`src/rtl/dbg_cmd_seq.sv`:
```
module dbg_cmd_seq #(
  parameter int         DW      = 32,
  parameter logic [6:0] RS_SCAN = 7'h10,
  parameter logic [6:0] RS_NONE = 7'h7F
) (
  input  logic          clk,
  input  logic          por_n,
  input  logic          trst_n,
  input  logic          tlr,
  input  logic          cap_dr,
  input  logic          shift_dr,
  input  logic          upd_dr,
  input  logic          cmd_sel,
  input  logic          tdi,
  output logic          tdo,
  input  logic          cpu_dbg,
  input  logic          cpu_done,
  input  logic          other_dbg_req,
  output logic          exec_req,
  output logic          exec_ex,
  output logic          exec_resume,
  output logic          left_dbg,
  output logic          irq_blk,
  output logic [6:0]    reg_sel,
  output logic          rd_stb,
  input  logic [DW-1:0] rd_data,
  output logic          wr_stb,
  output logic [DW-1:0] wr_data
);
  localparam int            CW      = 10;
  localparam logic [CW-1:0] CMD_RST = 10'b1000000010;

  logic          rst_n;
  logic [CW-1:0] cmd_sr, cmd;
  logic [DW-1:0] dat_sr;
  logic          trig_cmd, trig_dat, trig, trig_ex;

  assign rst_n   = por_n & trst_n;
  assign reg_sel = cmd[9:3];
  assign tdo     = cmd_sel ? cmd_sr[0] : dat_sr[0];
  assign rd_stb  = cap_dr & ~cmd_sel & cmd[0] & (cmd[9:3] != RS_NONE);

  // GO for the no-register select acts on the command's own update
  assign trig_cmd = upd_dr & cmd_sel & ~tlr & cpu_dbg & cmd_sr[1] & (cmd_sr[9:3] == RS_NONE);
  assign trig_dat = upd_dr & ~cmd_sel & ~tlr & cpu_dbg & cmd[1] & (cmd[9:3] == RS_SCAN);
  assign trig     = trig_cmd | trig_dat;
  assign trig_ex  = trig_cmd ? cmd_sr[2] : cmd[2];

  always_ff @(posedge clk or negedge rst_n) begin
    if (!rst_n) begin
      cmd_sr      <= CMD_RST;
      cmd         <= CMD_RST;
      dat_sr      <= '0;
      wr_stb      <= 1'b0;
      wr_data     <= '0;
      exec_req    <= 1'b0;
      exec_ex     <= 1'b0;
      exec_resume <= 1'b0;
      left_dbg    <= 1'b0;
      irq_blk     <= 1'b0;
    end else begin
      if (cmd_sel && shift_dr) cmd_sr <= {tdi, cmd_sr[CW-1:1]};

      if (tlr)                     cmd <= CMD_RST;
      else if (cmd_sel && upd_dr)  cmd <= cmd_sr;

      if (!cmd_sel) begin
        if (cap_dr)        dat_sr <= rd_stb ? rd_data : '0;
        else if (shift_dr) dat_sr <= {tdi, dat_sr[DW-1:1]};
      end

      wr_stb <= upd_dr & ~cmd_sel & ~tlr & ~cmd[0] & (cmd[9:3] != RS_NONE);
      if (upd_dr && !cmd_sel && !tlr && !cmd[0] && cmd[9:3] != RS_NONE) wr_data <= dat_sr;

      exec_req <= trig;
      if (trig) begin
        exec_ex     <= trig_ex;
        exec_resume <= trig_ex & ~other_dbg_req;
      end

      if (trig)          left_dbg <= 1'b1;
      else if (cpu_done) left_dbg <= 1'b0;

      if (trig)          irq_blk <= trig_ex;
      else if (cpu_done) irq_blk <= 1'b0;
    end
  end
endmodule

```
`config.mk`:
```
export PLATFORM = sky130hd
export DESIGN_NAME = dbg_cmd_seq
export DESIGN_NICKNAME = d
export VERILOG_FILES = /design/src/rtl/dbg_cmd_seq.sv
export SDC_FILE = /design/constraint.sdc
export NUM_CORES = 1
export LEC_CHECK = 0
export BUFFER_PORTS_ARGS = -buffer_cell sky130_fd_sc_hd__buf_2
export CORE_ASPECT_RATIO = 2
export CORE_MARGIN = 10
export CORE_UTILIZATION = 53
export DETAILED_ROUTE_END_ITERATION = 10
export GPL_TIMING_DRIVEN = 1
export HOLD_SLACK_MARGIN = 0.05
export PLACE_DENSITY = 0.79
export SETUP_SLACK_MARGIN = 0.15
export SYNTH_ARGS = -nofsm -noshare
export SYNTH_HDL_FRONTEND = slang
export SYNTH_SLANG_ARGS = --single-unit
```
`constraint.sdc`:
```
create_clock -name clk -period 4 [get_ports clk]
set_clock_uncertainty 0.05 [all_clocks]
set_input_delay 0.6 -clock clk [delete_from_list [all_inputs] [get_ports clk]]
set_output_delay 0.6 -clock clk [all_outputs]
set_load 0.005 [all_outputs]
```
After elaboration in Yosys (flattened, before gate mapping)
Index checks and enable logic that the tools add are counted.

Register bits: 90. Input port bits: 44. Output and inout port bits: 47. Word-level logic and storage cells: 58.

Equal/unequal tests: 3. Multiplexer cells: 10. Bitwise logic cells: 22. Reduce and logical (&&, ||, !) cells: 13.

Operators with widths (count): 32-bit 2-to-1 mux (3); 10-bit 2-to-1 mux (2); 1-bit AND (17); 7-bit by 5-bit == test with 1-bit output (second input constant) (1); 7-bit == test (second input constant) (1); 7-bit inequality test (second input constant) (1); 1-bit logical AND (6); 2-bit nonzero test (3); 1-bit 2-to-1 mux (5); 1-bit inverter (4); 1-bit logical NOT (3); 2-bit AND reduction (1); 1-bit OR (1).

Depth between registers and ports, before layout
Depth after elaboration: 8. Mapped depth: 6. Mapped depth without buffers: 4.

Worst setup path before layout
Ideal clock, no wire load.

Path kind: input to output. Start point: input cmd_sel. End point: output rd_stb. Arrival time: 1.421 ns. Required time: 3.350 ns. Path slack: 1.929 ns. Stages on the path: 5. Buffers on the path: 3. Path through: buf_6 a41oi_1 and3_1 clkbuf_1 buf_2.

Word-level cells in the longest chain between the ends: 4.

Ends and longest elaborated chain: start: declaration (line 13) `input logic cmd_sel,`; 1-bit inverter (line 41) `assign rd_stb = cap_dr & ~cmd_sel & cmd[0] & (cmd[9:3] != RS_NONE);`; 1-bit AND (3 in series) (line 41); end: declaration (line 25) `output logic rd_stb,`.

No other way between the ends.

Worst setup path after layout
Start point: register cmd[8]. End point: output rd_stb.

Word-level cells in the longest chain between the ends: 2.

Ends and longest elaborated chain: start: declaration (line 34) `logic [CW-1:0] cmd_sr, cmd;`; start signal: assignment (line 65) `else if (cmd_sel && upd_dr) cmd <= cmd_sr;`; 7-bit inequality test (line 41); 1-bit AND (line 41).

No other way between the ends.

==> results.toml <==
[outcome]
status = "complete, no violations"

[cts]
cts_buffer_depth = 2
cts_tree = "yes"
post_cts_buffers = 0
clock_sinks = 90
h-tree-depth = 3
clkTransAtPathRegs_ns = 0.06
numCtsBuffers = 9
hold_buffers = 0
clockRootBuffer = "clkbuf_16"
cts.repair.resized = 0
clk_latency_ns = 0.33

[power_and_ir_drop]
pwr-share-clk_pct = 34.8
power_switching_w = 0.000535
power.total_w = 0.00215
comb_power_share_pct = 13.0
p_int_w = 0.00162
powerDensity_mw_per_mm2 = 476
p_leak_nw = 2.30
seqPwrFrac_pct = 52.2
p_sw_share_pct = 24.9
worst_ir_drop_vdd_v = 0.000324

[synthesis]
synth_most_common_cell = "dfrtp_1"
yosysSeqAreaShare_pct = 59.5
yosys-top-cells-area = "dfrtp_1, mux2_1, a221o_1"
synth_cell_types = 33
syn_area_mm2 = 0.00379
synthFlopType = "dfrtp_1"
avgSynthCellArea_um2 = 13.2
synth_cells = 287
yosysWarnings = 0
async_flop_share_pct = 100
synth.top_cells.by_count = "dfrtp_1, a221o_1, mux2_1, nor3b_1, nand2_1"
syn_nets = 331
ys_ff_latch = 90
synth_top_cell_area_share_pct = 56.7
yosys.area.top_type = "dfrtp_1"
synth_edf_count = 0

[worst_setup_path]
endpoint_kind = "output pin"
r2r_cells = 4
cp_max_fo = 33
critPathRequiredTime_ns = 3.35
worstSetupPathType = "flip-flop to output pin"
cp.arrival_ns = 1.99
start_kind = "flip-flop"

[global_route]
antenna_found_initial = 0
grt_pass1_vias = 2859
track_usage_pct = 15.8
grt_pass1_wl_um = 14000
grt_max_degree = 76
gr-total-overflow = 0

[sta]
maxSlewHeadroom_pct = 37.8
hold-worst-slack_ns = 0.400
finalSetupTns_ns = 0
min_period_ns = 2.64
timing.fmax_ghz = 0.378
rsz0062_at_grt = "false"
post-route-period-util_pct = 66.1
hold_viol_final = 0
setup_violations = 0
slew_viol_final = 0
tightest_slew_ns = 0.933

[routing]
drt_iter0_drc = 229
postRouteAntennaNets = 0
viasPerCell = 5.68
routedWlPerCell_um = 18.6
dr.pass1.iters = 4
vias = 2602
wirelength_um = 8520
drc = 0

[placement]
io_buffers = 90
hpwl_um = 6140
routabilityCongestion = 0.832

[floorplan]
start_util_pct = 54.7
die-area_mm2 = 0.0111
core_mm2 = 0.00694
rows = 43
ioPinCount = 91
die-width_um = 79.8
fp.dieH_um = 140

[layout]
nFillCells = 542
area_growth_pct = 19.1
diodes = 0
drive_above_1_share_pct = 34.8
final_nets = 407

[hold_path]
hold_depth = 2
worst_hold_path_type = "primary input to flip-flop"

[job]
drv_cap = 0
registers in the layout (all words and copies together), names as in the netlist:
name         cells
wr_data         32
cmd_sr          10
exec_req         1
exec_resume      1
dat_sr          32
wr_stb           1
exec_ex          1
left_dbg         1
irq_blk          1
cmd             10
worst max-delay path: stages, from the launching register on:
cell	delay [ns]
dfrtp_1	0.40
and4_1	0.22
a41oi_1	0.29
and3_1	0.20
buf_4	0.35
buf_2	0.19
layout by cell type (no fill, tap or decap), types with 2 or more instances in the layout:
cell type | Yosys | layout
nor3b_1 | 32 | 32
nand2b_1 | 2 | 2
clkbuf_1 | 14 | 3
buf_2 | 6 | 90
inv_1 | 2 | 2
clkinv_2 | 0 | 3
clkbuf_16 | 0 | 9
mux2_2 | 11 | 11
nand2_1 | 23 | 23
nor2_1 | 2 | 2
buf_4 | 7 | 3
a221o_1 | 32 | 32
a21oi_1 | 11 | 11
nand3b_1 | 3 | 3
mux2_1 | 32 | 32
dfstp_2 | 4 | 4
dfrtp_1 | 86 | 86
final timing paths:
path,startpoint,to,slack (ns)
worst max-delay path,cmd[8]$_DFFE_PN0P_,rd_stb,1.36
worst min-delay path,other_dbg_req,exec_resume$_DFFE_PN0P_,0.40
worst max register to register,cmd[8]$_DFFE_PN0P_,wr_data[0]$_DFFE_PN0P_,1.55
worst min register to register,wr_data[29]$_DFFE_PN0P_,wr_data[29]$_DFFE_PN0P_,0.44
max in group asynchronous,por_n,dat_sr[24]$_DFFE_PN0P_,2.63
min in group asynchronous,trst_n,cmd_sr[7]$_DFFE_PN0P_,0.48
metal layers:
layer	GRT usage [%]	wire length (um)	up-vias
li1	-	-	1207
met1	16.7	3140	1305
met2	27.0	4680	80
met3	4.65	527	10
met4	8.40	178	0
met5	0	0	-
cell type report:
class,count,area (um^2),area share (%)
flip-flops and latches,90,2260,50.0
repair buffers,93,473,10.5
inverters,3,11.3,0.249
clock inverters,3,15.0,0.332
well taps,90,113,2.49
multi-input cells,166,1400,30.9
clock buffers,13,250,5.54
per-stage QoR:
stage	util (%)	cells	instance area (um^2)	setup slack, ns
CTS	65.1	458	4520	1.34
global route	65.1	458	4520	1.25
global placement	61.3	442	4250	1.41
detailed placement	61.3	442	4250	1.38
finish	65.1	458	4520	1.36
floorplan	-	287	3790	0.539
logic make-up after synthesis:
family	after synthesis	share of synthesized area, %
compound gates	48	10.9
simple gates	75	12.7
flops	90	59.5
buf+inv	31	4.16
mux	43	12.8
power by group through the flow:
| stage | logic (W) | clock network, W | registers, W |
|---|---|---|---|
| after floorplan | 0.000189 | 0 | 0.00111 |
| after global placement | 0.000275 | 0 | 0.00113 |
| after detailed placement | 0.000286 | 0 | 0.00114 |
| after CTS | 0.000288 | 0.000770 | 0.00112 |
| after global routing | 0.000311 | 0.000808 | 0.00114 |
| final | 0.000281 | 0.000748 | 0.00112 |
Note: power is estimated with default switching activity, not from simulation.
